==> src/rtl/vad_pkg.sv <==
package vad_pkg;
  localparam int ADDR_W = 9;

  typedef enum logic [1:0] {
    CYC_IDLE  = 2'd0,
    CYC_READ  = 2'd1,
    CYC_WRITE = 2'd2,
    CYC_XFER  = 2'd3
  } cyc_e;

  // transfer enable dominates write enable
  function automatic cyc_e decode_cyc(input logic we_n, input logic xfer_n);
    if (!xfer_n)   return CYC_XFER;
    else if (!we_n) return CYC_WRITE;
    else            return CYC_READ;
  endfunction
endpackage

==> src/rtl/vad_sync.sv <==
module vad_sync #(
  parameter int             W       = 1,
  parameter int             STAGES  = 2,
  parameter logic [W-1:0]   RST_VAL = '0
) (
  input  logic         clk_i,
  input  logic         rst_ni,
  input  logic [W-1:0] d_i,
  output logic [W-1:0] q_o
);
  logic [W-1:0] stage_q [STAGES];

  for (genvar i = 0; i < STAGES; i++) begin : g_stage
    if (i == 0) begin : g_first
      always_ff @(posedge clk_i or negedge rst_ni)
        if (!rst_ni) stage_q[i] <= RST_VAL;
        else         stage_q[i] <= d_i;
    end else begin : g_next
      always_ff @(posedge clk_i or negedge rst_ni)
        if (!rst_ni) stage_q[i] <= RST_VAL;
        else         stage_q[i] <= stage_q[i-1];
    end
  end

  assign q_o = stage_q[STAGES-1];
endmodule

==> src/rtl/vad_edge.sv <==
// Flags a high-to-low transition on each bit of a synchronized vector.
module vad_edge #(
  parameter int           W    = 1,
  parameter logic [W-1:0] IDLE = '1
) (
  input  logic         clk_i,
  input  logic         rst_ni,
  input  logic [W-1:0] lvl_i,
  output logic [W-1:0] fall_o
);
  logic [W-1:0] prev_q;

  always_ff @(posedge clk_i or negedge rst_ni)
    if (!rst_ni) prev_q <= IDLE;
    else         prev_q <= lvl_i;

  assign fall_o = prev_q & ~lvl_i;
endmodule

==> src/rtl/vad_capture.sv <==
module vad_capture
  import vad_pkg::*;
#(
  parameter int AW = ADDR_W
) (
  input  logic          clk_i,
  input  logic          rst_ni,
  input  logic [AW-1:0] addr_i,
  input  logic          col_lo_ni,
  input  logic          col_hi_ni,
  input  logic          we_ni,
  input  logic          xfer_ni,
  input  logic          sf_i,
  input  logic          row_fall_i,
  input  logic          row_rise_i,
  input  logic [1:0]    col_fall_i,
  output logic [AW-1:0] row_o,
  output logic [AW-1:0] col_o,
  output logic          active_o,
  output cyc_e          cyc_o,
  output logic          col_valid_o,
  output logic          early_o,
  output logic [1:0]    byte_en_o,
  output logic          dq_oe_o,
  output logic          sf_row_o,
  output logic          sf_col_o,
  output logic          start_o,
  output logic          done_o
);
  logic [AW-1:0] row_q, col_q;
  logic          active_q, col_valid_q, early_q, sf_row_q, sf_col_q, start_q, done_q, oe_q;
  logic [1:0]    be_q;
  cyc_e          cyc_q;

  logic          end_now, open_now, cap_now, dram_cyc, col_live;
  logic [1:0]    be_d;

  assign end_now  = active_q && row_rise_i;
  assign open_now = !active_q && row_fall_i;
  assign cap_now  = active_q && !col_valid_q && !row_rise_i && (|col_fall_i);
  assign dram_cyc = (cyc_q == CYC_READ) || (cyc_q == CYC_WRITE);
  assign col_live = active_q && !end_now && (col_valid_q || cap_now);
  assign be_d     = (col_live && dram_cyc) ? {~col_hi_ni, ~col_lo_ni} : 2'b00;

  always_ff @(posedge clk_i or negedge rst_ni) begin
    if (!rst_ni) begin
      row_q <= '0; col_q <= '0; active_q <= 1'b0; cyc_q <= CYC_IDLE;
      col_valid_q <= 1'b0; early_q <= 1'b0; sf_row_q <= 1'b0; sf_col_q <= 1'b0;
      start_q <= 1'b0; done_q <= 1'b0; be_q <= '0; oe_q <= 1'b0;
    end else begin
      start_q <= 1'b0;
      done_q  <= 1'b0;
      be_q    <= be_d;
      oe_q    <= (cyc_q == CYC_READ) && (|be_d);
      if (end_now) begin
        row_q <= '0; col_q <= '0; active_q <= 1'b0; cyc_q <= CYC_IDLE;
        col_valid_q <= 1'b0; early_q <= 1'b0; sf_row_q <= 1'b0; sf_col_q <= 1'b0;
        done_q <= 1'b1;
      end else if (open_now) begin
        row_q    <= addr_i;
        active_q <= 1'b1;
        cyc_q    <= decode_cyc(we_ni, xfer_ni);
        early_q  <= ~col_lo_ni | ~col_hi_ni;
        sf_row_q <= sf_i;
      end else if (cap_now) begin
        col_q       <= addr_i;
        col_valid_q <= 1'b1;
        sf_col_q    <= sf_i;
        start_q     <= 1'b1;
      end
    end
  end

  assign row_o       = row_q;
  assign col_o       = col_q;
  assign active_o    = active_q;
  assign cyc_o       = cyc_q;
  assign col_valid_o = col_valid_q;
  assign early_o     = early_q;
  assign byte_en_o   = be_q;
  assign dq_oe_o     = oe_q;
  assign sf_row_o    = sf_row_q;
  assign sf_col_o    = sf_col_q;
  assign start_o     = start_q;
  assign done_o      = done_q;

  a_r11_done_single: assert property (@(posedge clk_i) disable iff (!rst_ni)
    done_q |=> !done_q);
  a_r11_done_idle: assert property (@(posedge clk_i) disable iff (!rst_ni)
    done_q |-> (!active_q && !col_valid_q && row_q == '0));
  a_r4_start_single: assert property (@(posedge clk_i) disable iff (!rst_ni)
    start_q |=> !start_q);
  a_r5_col_hold: assert property (@(posedge clk_i) disable iff (!rst_ni)
    (col_valid_q && !row_rise_i) |=> $stable(col_q));
  a_r2_row_hold: assert property (@(posedge clk_i) disable iff (!rst_ni)
    (active_q && !row_rise_i) |=> $stable(row_q));
  a_r8_oe_read_only: assert property (@(posedge clk_i) disable iff (!rst_ni)
    dq_oe_q_chk);
  a_r7_be_idle: assert property (@(posedge clk_i) disable iff (!rst_ni)
    (!active_q || cyc_q == CYC_XFER) |-> (be_q == 2'b00));
  a_r6_no_col_idle: assert property (@(posedge clk_i) disable iff (!rst_ni)
    !active_q |-> !col_valid_q);

  logic dq_oe_q_chk;
  assign dq_oe_q_chk = !oe_q || (cyc_q == CYC_READ && col_valid_q);
endmodule

==> src/rtl/vram_addr_decoder.sv <==
module vram_addr_decoder
  import vad_pkg::*;
#(
  parameter int ADDR_W_P    = ADDR_W,
  parameter int SYNC_STAGES = 2
) (
  input  logic                  clk_i,
  input  logic                  rst_ni,
  input  logic                  row_stb_ni,
  input  logic                  col_lo_stb_ni,
  input  logic                  col_hi_stb_ni,
  input  logic [ADDR_W_P-1:0]   addr_i,
  input  logic                  wr_en_ni,
  input  logic                  xfer_en_ni,
  input  logic                  sf_i,
  output logic [ADDR_W_P-1:0]   row_o,
  output logic [ADDR_W_P-1:0]   col_o,
  output logic [2*ADDR_W_P-1:0] word_addr_o,
  output logic                  cyc_active_o,
  output logic [1:0]            cyc_type_o,
  output logic                  col_valid_o,
  output logic                  early_col_o,
  output logic [1:0]            byte_en_o,
  output logic                  dq_oe_o,
  output logic                  sf_row_o,
  output logic                  sf_col_o,
  output logic                  start_o,
  output logic                  done_o
);
  localparam int CTL_W = 6;
  localparam int BUS_W = CTL_W + ADDR_W_P;
  localparam logic [BUS_W-1:0] BUS_IDLE = {{ADDR_W_P{1'b0}}, 6'b011111};

  logic [BUS_W-1:0]    raw_bus, syn_bus;
  logic                s_row_n, s_lo_n, s_hi_n, s_we_n, s_xfer_n, s_sf;
  logic [ADDR_W_P-1:0] s_addr;
  logic [3:0]          fall;
  cyc_e                cyc;

  // bit order: addr, sf, xfer, we, col_hi, col_lo, row
  assign raw_bus = {addr_i, sf_i, xfer_en_ni, wr_en_ni, col_hi_stb_ni, col_lo_stb_ni, row_stb_ni};

  vad_sync #(.W(BUS_W), .STAGES(SYNC_STAGES), .RST_VAL(BUS_IDLE)) u_sync (
    .clk_i (clk_i),
    .rst_ni(rst_ni),
    .d_i   (raw_bus),
    .q_o   (syn_bus)
  );

  assign {s_addr, s_sf, s_xfer_n, s_we_n, s_hi_n, s_lo_n, s_row_n} = syn_bus;

  // bit 3 watches the inverted row strobe so its "fall" is the row rise
  vad_edge #(.W(4), .IDLE(4'b0111)) u_edge (
    .clk_i (clk_i),
    .rst_ni(rst_ni),
    .lvl_i ({~s_row_n, s_hi_n, s_lo_n, s_row_n}),
    .fall_o(fall)
  );

  vad_capture #(.AW(ADDR_W_P)) u_cap (
    .clk_i      (clk_i),
    .rst_ni     (rst_ni),
    .addr_i     (s_addr),
    .col_lo_ni  (s_lo_n),
    .col_hi_ni  (s_hi_n),
    .we_ni      (s_we_n),
    .xfer_ni    (s_xfer_n),
    .sf_i       (s_sf),
    .row_fall_i (fall[0]),
    .row_rise_i (fall[3]),
    .col_fall_i (fall[2:1]),
    .row_o      (row_o),
    .col_o      (col_o),
    .active_o   (cyc_active_o),
    .cyc_o      (cyc),
    .col_valid_o(col_valid_o),
    .early_o    (early_col_o),
    .byte_en_o  (byte_en_o),
    .dq_oe_o    (dq_oe_o),
    .sf_row_o   (sf_row_o),
    .sf_col_o   (sf_col_o),
    .start_o    (start_o),
    .done_o     (done_o)
  );

  assign cyc_type_o  = cyc;
  assign word_addr_o = {row_o, col_o};
endmodule

==> config.mk <==
export PLATFORM = sky130hd
export DESIGN_NAME = vram_addr_decoder
export DESIGN_NICKNAME = d
export VERILOG_FILES = /design/src/rtl/vad_pkg.sv /design/src/rtl/vad_sync.sv /design/src/rtl/vad_edge.sv /design/src/rtl/vad_capture.sv /design/src/rtl/vram_addr_decoder.sv
export SDC_FILE = /design/constraint.sdc
export NUM_CORES = 1
export LEC_CHECK = 0
export BUFFER_PORTS_ARGS = -buffer_cell sky130_fd_sc_hd__buf_4
export CAP_MARGIN = 25
export CELL_PAD_IN_SITES_DETAIL_PLACEMENT = 1
export CELL_PAD_IN_SITES_GLOBAL_PLACEMENT = 2
export CORE_MARGIN = 2
export CORE_UTILIZATION = 36
export CTS_CLUSTER_DIAMETER = 100
export DETAILED_ROUTE_END_ITERATION = 10
export PLACE_DENSITY = 0.91
export SLEW_MARGIN = 20
export SYNTH_ARGS = -nofsm -noshare
export SYNTH_HDL_FRONTEND = slang
export SYNTH_SLANG_ARGS = --single-unit
export TNS_END_PERCENT = 10
==> constraint.sdc <==
create_clock -name clk_i -period 2.15 [get_ports clk_i]
set_input_delay 0.43 -clock clk_i [delete_from_list [all_inputs] [get_ports clk_i]]
set_output_delay 0.43 -clock clk_i [all_outputs]
set_load 0.01 [all_outputs]
---- Word-level counts from Yosys, hierarchy flattened ----
Index checks and enable logic that the tools add are counted.
storage, ports and cells
  bits in latches ......................... 0
  logic and storage cells ................. 70
  input bits .............................. 17
  bits in writable memories ............... 0
  output and inout port bits .............. 48
  flip-flop bits (word level) ............. 64
  memories kept ........................... 0
  ROM bits ................................ 0
operators by class
  bitwise gates (word level) .............. 6
  multiply operators ...................... 0
  multiplexer cells ....................... 26
  add/sub/neg operators ................... 0
  equal/unequal tests ..................... 3
  reductions and logical operators ........ 20
  order comparisons ....................... 0
  div/mod/pow operators ................... 0
  shift operators ......................... 0
operators by type and width
  operator            count
  $mux 9              5
  $mux 1              16
  $mux 2              5
  $logic_and 1x1->1   9
  $and 4x4->4         1
  $logic_not 1->1     4
  $not 4->4           1
  $reduce_bool 2->1   2
  $reduce_or 2->1     2
  $not 1->1           3
  $eq 2x1->1 const B  1
  $eq 2x2->1 const B  1
  $logic_or 1x1->1    2
  $ne 2x1->1 const B  1
  $reduce_and 2->1    1
  $or 1x1->1          1

---- Depth between registers and ports, before layout ----
Gate-level depths: netlist of run 1.
  depth in word-level cells ............... 12
  gate-level depth with buffers ........... 5
  mapped depth without buffers ............ 5

---- Cells and area by module ----
From an unflattened synthesis of run 1, not the netlist that was laid out.
unflattened totals
  cell total of the unflattened synthesis .. 179
  area total of the unflattened synthesis .. 2422.3 um^2
modules (own cells, without submodules)
  module             times used  seq. area each (um^2)  cells each  area an instance (um^2)
  vad_capture        1           750.7                  107         1248.7
  vad_sync           1           763.2                  45          875.8
  vad_edge           1           103.8                  8           158.9
  vram_addr_decoder  1           0.0                    19          138.9

---- Worst setup path after synthesis of run 1 ----
Ideal clock, no wire load.
  path type ............................... reg-to-reg
  start point ............................. reg u_sync.stage_q (netlist bit u_sync.q_o[2])
  end point ............................... reg u_cap.oe_q (netlist: u_cap.dq_oe_o)
  required time ........................... 2008 ps
  setup time .............................. 142 ps
  cell stages (with the launch flop) ...... 4
  path slack .............................. 749 ps
  period minus slack after synthesis ...... 1401 ps
  arrival ................................. 1259 ps
  path buffers ............................ 0
  cells stage by stage .................... dfstp_2 -> and2b_1 -> o311ai_0 -> nor2_1
on the way
  word-level cells in the longest chain between the ends .. 10
  elaborated cells on any way between the ends .. 11
  those cells by class .................... mux: 1; bitwise: 3; reduce/logical: 7
ends and longest elaborated chain
  item                             line               RTL
  start, declared                  vad_sync.sv:11     logic [W-1:0] stage_q [STAGES];
  start signal, assigned by index  vad_sync.sv:21     else stage_q[i] <= stage_q[i-1];
  $not 4->4                        vad_edge.sv:17     assign fall_o = prev_q & ~lvl_i;
  $and 4x4->4                      vad_edge.sv:17
  $reduce_or 2->1                  vad_capture.sv:40  assign cap_now = active_q && !col_valid_q && !row_rise_i && (|col_fall_i);
  $logic_and 1x1->1                vad_capture.sv:40
  $logic_or 1x1->1                 vad_capture.sv:42  assign col_live = active_q && !end_now && (col_valid_q || cap_now);
  $logic_and 1x1->1                vad_capture.sv:42
  $logic_and 1x1->1                vad_capture.sv:43  assign be_d = (col_live && dram_cyc) ? {~col_hi_ni, ~col_lo_ni} : 2'b00;
  $mux 2 (*)                       vad_capture.sv:43
  $reduce_or 2->1 (*)              vad_capture.sv:54  oe_q <= (cyc_q == CYC_READ) && (|be_d);
  $logic_and 1x1->1 (*)            vad_capture.sv:54
  end signal, assigned             vad_capture.sv:54
  end, declared                    vad_capture.sv:31  logic active_q, col_valid_q, early_q, sf_row_q, sf_col_q, start_q, done_q, oe_q;
Mark *: on every way between the ends. The rest lies on a longest branch, timed or not.
A chain may end at the register's enable or synchronous reset.

---- Final worst setup path of run 1 ----
  start point ............................. reg u_cap.active_q (netlist: u_cap.active_o)
  end point ............................... reg u_cap.row_q[0] (netlist: u_cap.row_o[0])
on the way
  elaborated cells on any way between the ends .. 5
  those cells by class .................... mux: 1; reduce/logical: 4
RTL lines
  item                                         line               RTL
  start, declared                              vad_capture.sv:31
  start signal, assigned                       vad_capture.sv:47  row_q <= '0; col_q <= '0; active_q <= 1'b0; cyc_q <= CYC_IDLE;
  start signal, assigned                       vad_capture.sv:56  row_q <= '0; col_q <= '0; active_q <= 1'b0; cyc_q <= CYC_IDLE;
  start signal, assigned                       vad_capture.sv:61  active_q <= 1'b1;
  $logic_and 1x1->1 (*)                        vad_capture.sv:38  assign end_now = active_q && row_rise_i;
  via u_cap.end_now                            vad_capture.sv:35  logic end_now, open_now, cap_now, dram_cyc, col_live;
  $mux 9 or $reduce_bool 2->1 (tied branches)  n/a
  end signal, assigned                         vad_capture.sv:60  row_q <= addr_i;
  end, declared                                vad_capture.sv:30  logic [AW-1:0] row_q, col_q;
The timed path passes the listed nets; every way through them passes the cells marked *.

==> results summary, run 1 <==
The clock edge transition at the registers on the reported setup and hold paths came out at 0.06 ns. The number of placed instances with taps included came out at 275. By count the netlist is led by 51 x sky130_fd_sc_hd__dfrtp_1, 18 x sky130_fd_sc_hd__buf_4, 18 x sky130_fd_sc_hd__inv_1.

The commonest register cell after synthesis is sky130_fd_sc_hd__dfrtp_1. The layout overhead on the synthesized area came out at 27.0%. After detailed routing, the number of remaining DRC violations is 0. The run finished with clean final reports. The cell with the most instances after synthesis is sky130_fd_sc_hd__dfrtp_1. The flop and latch count out of synthesis came out at 64. The worst-case vdd ir drop came out at 368 uV. Of all nets on the critical path, the largest fanout is 13. The cell area after placement is 2660 um2. For this design, the CTS-stage hold fixing added 0 buffers. The horizontal die dimension is 82.7 um. The maximum clock path buffer count came out at 2. The detailed-route wire length per cell is 14.9 um. The final layout contains 229 nets. The power per unit of standard cell area came out at 1060 nW/um2. TritonCTS built the clock tree.

Across all register-to-register paths, the minimum setup slack is 0.44 ns. During I/O placement, the number of pins put on the boundary was 65. The worst setup path is captured at a flop. In this run the cell area of the synthesized design comes to 2230 um2.

The floorplan step defined a die boundary enclosing 6830 um2. The number of optimization iterations in the first detailed-route pass is 4. Net switching is 27.4% of the power. After layout, the minimum clock period comes to 1.71 ns. After synthesis, the mean cell area works out to 14.3 um2. The half-perimeter wire length after detailed placement is 3.04 mm. The post-route antenna net violation count came out at 0. In this run, the combinational gates consume 20.8% of the power. The sum of negative setup slack came out at 0 ns. Max-cap violations in this run came to 0. The data arrival time of the worst path is 1.98 ns. The part of the power in registers is 49.5%. The critical path is of the flop to flop type.

The setup violation total in the final timing report came out at 0. The worst setup path is launched from a flop. The maximum number of pins on one net before global-route repair is 65. The proportion of layout cells with a drive suffix above 1 is 44.0%.

The number of antenna violations at the first check in global routing is 0. Setup repair after global routing left no endpoint under its margin. The maximum level of the CTS H-tree came out at 3. The synthesized design devotes to its leading area cell type 57.3% of total area.

The worst hold margin is 0.179 ns. The initial detailed-routing violation count came out at 62. The standard-cell row count came out at 28. The total wirelength of the detailed-routed design came out at 4.33 mm. The total overflow left after global routing is 0. The number of nets handed over by synthesis was 174. The measured slew at the worst slew-check pin came out at 0.753 ns. The total track usage came out at 14.2%. The critical path starts at u_cap.active_o. The detailed-route via count is 1,280.

In this run the critical register-to-register path is captured at u_cap.row_o[0]. The async set-reset flop share out of synthesis came out at 100%. The post-CTS setup-driven buffer insertion count is 0. The count of distinct cell types in the synthesized netlist is 23. CTS placed an instance of sky130_fd_sc_hd__clkbuf_8 at the clock tree root. The non-filler instance count after layout came out at 291. TritonCTS created 9 clock buffers. sky130_fd_sc_hd__dfrtp_1 takes more of the synthesized area than any other cell.

The part of the total power dissipated in the clock network came out at 29.8%. The most critical setup path has its endpoint at u_cap.row_o[0]. In this run the tightest slew margin relative to its limit is 49.8%. The number of input and output port buffers inserted is 64.

The routed via count divided by cell count is 4.40. The number of max-slew violations in the final report is 0. After synthesis, the cell types taking the most area are sky130_fd_sc_hd__dfrtp_1 57%, sky130_fd_sc_hd__dfstp_2 15%, sky130_fd_sc_hd__buf_4 6.1%. Synthesis produced a netlist whose cell count is 156. The vertical extent of the die is 82.7 um. Summed over all cells, the static leakage comes to 1.51 nW. Derived from the worst setup path, the maximum achievable clock frequency is 0.584 GHz. The switching power of the nets is 0.825 mW. The path class of the tightest hold or removal check is input port to asynchronous set/reset pin.

Post-CTS repair changed the size of 0 cells. The clock network latency to the later pin of the worst-skew pair came out at 0.33 ns. The placer's final routability congestion estimate is 0.743.

The number of warnings issued by yosys came out at 0. For the worst flop-to-flop path, the logic depth is 4. After routing the design area is 2830 um2.

The via count of the first global-routing pass came out at 1,344. The post-route fraction of the period consumed by the critical path came out at 79.6%. The initial cell density of the core is 37.4%. Data on the critical path is required at its endpoint by 2.41 ns. The internal portion of total power is 2.18 mW. Counting flops with a built-in enable in the synthesized netlist gives 0. The count of clock tree sinks came out at 64. The wire length of the first global-routing pass is 6.73 mm. The worst register-to-register path begins at u_cap.active_o. The part of the Yosys area used for sequential elements came out at 72.6%. The total count of hold-check failures in the final report came out at 0. The total area inside the core boundary comes to 5960 um2. The antenna diode count came out at 0. The worst clock skew on the final layout came out at 0.00947 ns.
[critical path: stages, from the launching register on]
cell                      delay [ns]
sky130_fd_sc_hd__dfrtp_1        0.46
sky130_fd_sc_hd__nand3_2        0.26
sky130_fd_sc_hd__inv_1          0.12
sky130_fd_sc_hd__nor2_1         0.58
sky130_fd_sc_hd__a22o_1         0.23
[stage by stage]
step                setup slack (ns)  utilization (%)  power [mW]
floorplan                      0.749                -        1.84
global placement               0.549             44.6        2.12
detailed placement             0.454             44.6        2.15
CTS                            0.419             47.5        3.06
global route                   0.265             47.5        3.18
finish                         0.438             47.5        3.01
[layer usage]
metal / vias up / wire [um] / global-route usage, % / part of all wire (%)
met1: 636 / 1810 / 17.4 / 42
li1: 598 / - / - / -
met3: 7 / 197 / 2.61 / 4.6
met4: 0 / 98 / 11.8 / 2.3
met5: - / 0 / 0 / 0
met2: 39 / 2220 / 21.6 / 51
[state kept, by name (all words and copies together), names as in the netlist]
register           flops
u_cap.active_o         1
u_cap.byte_en_o        2
u_cap.col_o            9
u_cap.col_valid_o      1
u_cap.cyc_o            2
u_cap.done_o           1
u_cap.dq_oe_o          1
u_cap.early_o          1
u_cap.row_o            9
u_cap.sf_col_o         1
u_cap.sf_row_o         1
u_cap.start_o          1
u_edge.prev_q          4
u_sync.q_o            15
u_sync.stage_q        15
[final cells by class]
type | instances | area (um2)
Inverter | 18 | 67.6
Clock buffer | 15 | 166
Tap cell | 75 | 93.8
Fill cell | 638 | 3130
Timing Repair Buffer | 66 | 495
Multi-Input combinational cell | 52 | 382
Sequential cell | 64 | 1620
Clock inverter | 1 | 5.00
[cell usage in the layout, fill, tap and decap left out, types with 2 or more instances in the layout]
master                     netlist  routed
sky130_fd_sc_hd__mux2i_1        10      10
sky130_fd_sc_hd__dfrtp_1        51      51
sky130_fd_sc_hd__nor2_1          5       5
sky130_fd_sc_hd__buf_4          18      66
sky130_fd_sc_hd__clkbuf_1        1       4
sky130_fd_sc_hd__a22o_1         11      11
sky130_fd_sc_hd__inv_1          18      18
sky130_fd_sc_hd__a31oi_1         2       2
sky130_fd_sc_hd__clkbuf_8        0      11
sky130_fd_sc_hd__nand2_1        12      12
sky130_fd_sc_hd__dfstp_2        13      13
sky130_fd_sc_hd__a21oi_1         2       2
[power by group through the flow]
stage	registers, mW	logic [mW]	clock network, mW
final	1.49	0.625	0.895
after CTS	1.49	0.638	0.924
after global placement	1.50	0.618	0
after floorplan	1.53	0.307	0
after detailed placement	1.51	0.634	0
after global routing	1.51	0.692	0.972
[worst min-delay path by stage]
stage / from / to / slack (ns)
after CTS: addr_i[5] / u_sync.stage_q[26] / 0.18
after global routing: col_hi_stb_ni / u_sync.stage_q[17] / 0.19
after global placement: u_sync.stage_q[23] / u_sync.q_o[8] / 0.33
after floorplan: rst_ni / u_cap.active_o / 0.13
after detailed placement: u_sync.stage_q[26] / u_sync.q_o[11] / 0.34
final: rst_ni / u_cap.byte_en_o[0] / 0.18
[kinds of logic after synthesis]
logic type	synth area share (%)
mux	4.49
flops	72.6
buf+inv	10.2
fa+ha+maj	0.562
compound gates	7.30
simple gates	4.78
No activity file was read; power rests on OpenSTA's default activity.
==> run 2, diff against run 1 <==
- CORE_UTILIZATION: 36 -> 30
- PLACE_DENSITY: 0.91 -> 0.82
- clock period: 2.15 -> 1.38 ns (I/O delays scaled with it)
==> run 2 against run 1 <==
Sequential share of layout area shrank 3.1 points. Critical path depth is the same. Clock skew shrank 0.0027 ns. Core utilization shrank 6.0 points. Power grew 63%. Sequential power grew 55%. Non-clock buffer count grew 10. Combinational power grew 65%. Maximum frequency grew 24%. Routed wire length grew 4.8%. Largest cell class unchanged.
==> results summary, run 2 (synthesized netlist as in run 1, its figures left out) <==
The initial detailed-routing violation count came out at 47 (was 62). The top-level I/O count was 65 (unchanged). The proportion of layout cells with a drive suffix above 1 came out at 47.8% (was 44.0%). The flop-to-flop setup slack is 0.004 ns (was 0.44 ns). The post-layout minimum cycle time is 1.38 ns (was 1.71 ns).

The maximum level of the CTS H-tree came out at 3 (unchanged). The standard-cell row count is 31 (was 28). The worst clock skew on the final layout came to 0.00681 ns (was 0.00947 ns). The number of placed instances with taps included came to 308 (was 275). The highest clock rate is 0.727 GHz (was 0.584 GHz). The half-perimeter wire length after detailed placement is 3.34 mm (was 3.04 mm).

The cell chosen for the clock root is sky130_fd_sc_hd__clkbuf_8 (unchanged). The power per unit of standard cell area was 1640 nW/um2 (was 1060 nW/um2). The total count of hold-check failures in the final report came out at 0 (unchanged). The number of input and output port buffers inserted was 64 (unchanged). The number of optimization iterations in the first detailed-route pass is 4 (unchanged). The via count of the first global-routing pass came to 1,446 (was 1,344).

The data arrival time of the worst path came out at 1.62 ns (was 1.98 ns). The clock tree from TritonCTS is built (unchanged). The capture instance of the worst register-to-register path was u_cap.col_o[3] (was u_cap.row_o[0]). The total wirelength of the detailed-routed design came out at 4.54 mm (was 4.33 mm). The antenna diode count came out at 0 (unchanged). The detailed-route wire length per cell is 14.0 um (was 14.9 um). The critical path start-end classification was flop to flop (unchanged).

The sum of negative setup slack is 0 ns (unchanged). The most common library cell in the layout ignoring fill and taps is sky130_fd_sc_hd__buf_4 (unchanged). The post-CTS setup-driven buffer insertion count is 0 (unchanged). The kind of end point of the critical path is a flop (unchanged). The remaining routing DRC violations came out at 0 (unchanged).

The worst stage delay on the critical path came out at 0.53 ns (was 0.58 ns). The cell with the largest stage delay on the worst path is sky130_fd_sc_hd__dfstp_2 (was sky130_fd_sc_hd__nor2_1). The routed via count divided by cell count came to 4.10 (was 4.40). The total congestion overflow after global routing is 0 (unchanged).

The die outline area is 8130 um2 (was 6830 um2). The vertical extent of the die is 90.2 um (was 82.7 um). The first element of the critical path is u_sync.q_o[2] (was u_cap.active_o). The total track usage came out at 12.2% (was 14.2%). RSZ-0062 raised after global routing: yes (was no). The clock network latency to the later pin of the worst-skew pair is 0.33 ns (about the same). The non-filler instance count after layout came out at 325 (was 291). The number of max-slew violations in the final report is 0 (unchanged). The number of antenna violations at the first check in global routing came to 0 (unchanged). The measured slew at the worst slew-check pin came out at 0.469 ns (was 0.753 ns).

Cells along the critical path: and2b_1, o211ai_2, buf_12, mux2i_1 (was nand3_2, inv_1, nor2_1, a22o_1). The maximum clock path buffer count is 2 (unchanged). The worst-case vdd ir drop was 593 uV (was 368 uV). Outcome: finished, final reports clean (unchanged).

The initial cell density of the core came to 30.9% (was 37.4%). The setup violation total in the final timing report came out at 0 (unchanged). Top library cells by usage in the layout, fill and taps aside: 73 x sky130_fd_sc_hd__buf_4, 50 x sky130_fd_sc_hd__dfrtp_1, 18 x sky130_fd_sc_hd__inv_1 (was 66 x sky130_fd_sc_hd__buf_4, 51 x sky130_fd_sc_hd__dfrtp_1, 18 x sky130_fd_sc_hd__inv_1).

The max-cap check violation count was 0 (unchanged). The maximum number of pins on one net before global-route repair came out at 38 (was 65). The clock edge transition at the registers on the reported setup and hold paths is 0.07 ns (was 0.06 ns). The source of the worst register-to-register timing path is u_sync.q_o[2] (was u_cap.active_o).

The wire length of the first global-routing pass came out at 7.58 mm (was 6.73 mm). The worst hold margin came out at 0.0549 ns (was 0.179 ns). The count of clock tree sinks came to 64 (unchanged). The maximum fanout encountered on the critical timing path was 12 (was 13). The leakage power figure is 1.58 nW (was 1.51 nW). The worst hold path class is input port to flop (was input port to asynchronous set/reset pin). The data required time of the critical path is 1.62 ns (was 2.41 ns). The horizontal die dimension came out at 90.2 um (was 82.7 um). The startpoint type of the worst setup path was a flop (unchanged). The layout overhead on the synthesized area came out at 34.3% (was 27.0%). The placer's final routability congestion estimate is 0.697 (was 0.743). The worst-case headroom to the max-slew limit is 68.7% (was 49.8%). The post-layout net count came out at 239 (was 229).

The cell depth of the worst flop-to-flop path is 4 (unchanged). The core outline area came out at 7210 um2 (was 5960 um2). The number of buffers inserted during clock tree synthesis came to 9 (unchanged). The post-route antenna net violation count is 0 (unchanged). The post-route fraction of the period consumed by the critical path is 99.7% (was 79.6%).

The detailed-route via count is 1,331 (was 1,280). The capturing element of the worst setup path is u_cap.col_o[3] (was u_cap.row_o[0]).
[run 2: final cells by class]
cell class / instances / area, um2
Fill cell: 803 / 4220
Sequential cell: 64 / 1620
Inverter: 18 / 67.6
Clock buffer: 13 / 159
Tap cell: 99 / 124
Clock inverter: 3 / 40.0
Multi-Input combinational cell: 52 / 384
Timing Repair Buffer: 76 / 598
[run 2: timing repair]
item                                   4_1_cts  5_1_grt
endpoints found under the hold margin        9        0
resized for setup                            1        1
setup endpoints to repair                   17       15
hold buffers                                 1        0
pin swaps                                    1        0
[run 2: worst max-delay path: cells and delay by family, from the launching register on]
kind | cells | cell delay, ns
DFF | 1 | 0.53
buffers and inverters | 1 | 0.18
AOI/OAI and AO/OA | 1 | 0.19
and+or+nand+nor | 1 | 0.19
muxes | 1 | 0.20
[run 2: worst min-delay path by stage]
stage,startpoint,end,depth (start not counted)
after floorplan,rst_ni,u_cap.active_o,0
after global placement,rst_ni,u_cap.cyc_o[1],1
after detailed placement,rst_ni,u_cap.cyc_o[1],1
after CTS,xfer_en_ni,u_sync.stage_q[19],1
after global routing,addr_i[0],u_sync.stage_q[21],1
final,xfer_en_ni,u_sync.stage_q[19],1
[run 2: power by group]
group          total (mW)  leakage (nW)  switching, mW  internal [mW]
sequential           2.31         0.770          0.185           2.13
combinational        1.03         0.707          0.468          0.559
clock                1.57         0.103          0.646          0.928
[run 2: per-layer routing]
layer,share of wire [%],vias to the layer above,track usage [%]
met2,51,46,19.4
met3,5.8,7,3.77
met4,2.3,0,7.69
met5,0,-,0
met1,41,663,14.5
li1,-,615,-
[run 2: metrics by stage]
stage	setup slack, ns	total power, mW	utilization, %	cell area, um2
floorplan	-0.00266	2.87	-	2230
global placement	-0.0771	3.35	38.5	2780
detailed placement	-0.182	3.39	38.5	2780
CTS	-0.00455	5.00	41.4	2990
global route	-0.0971	5.16	41.5	2990
finish	0.00432	4.91	41.5	2990
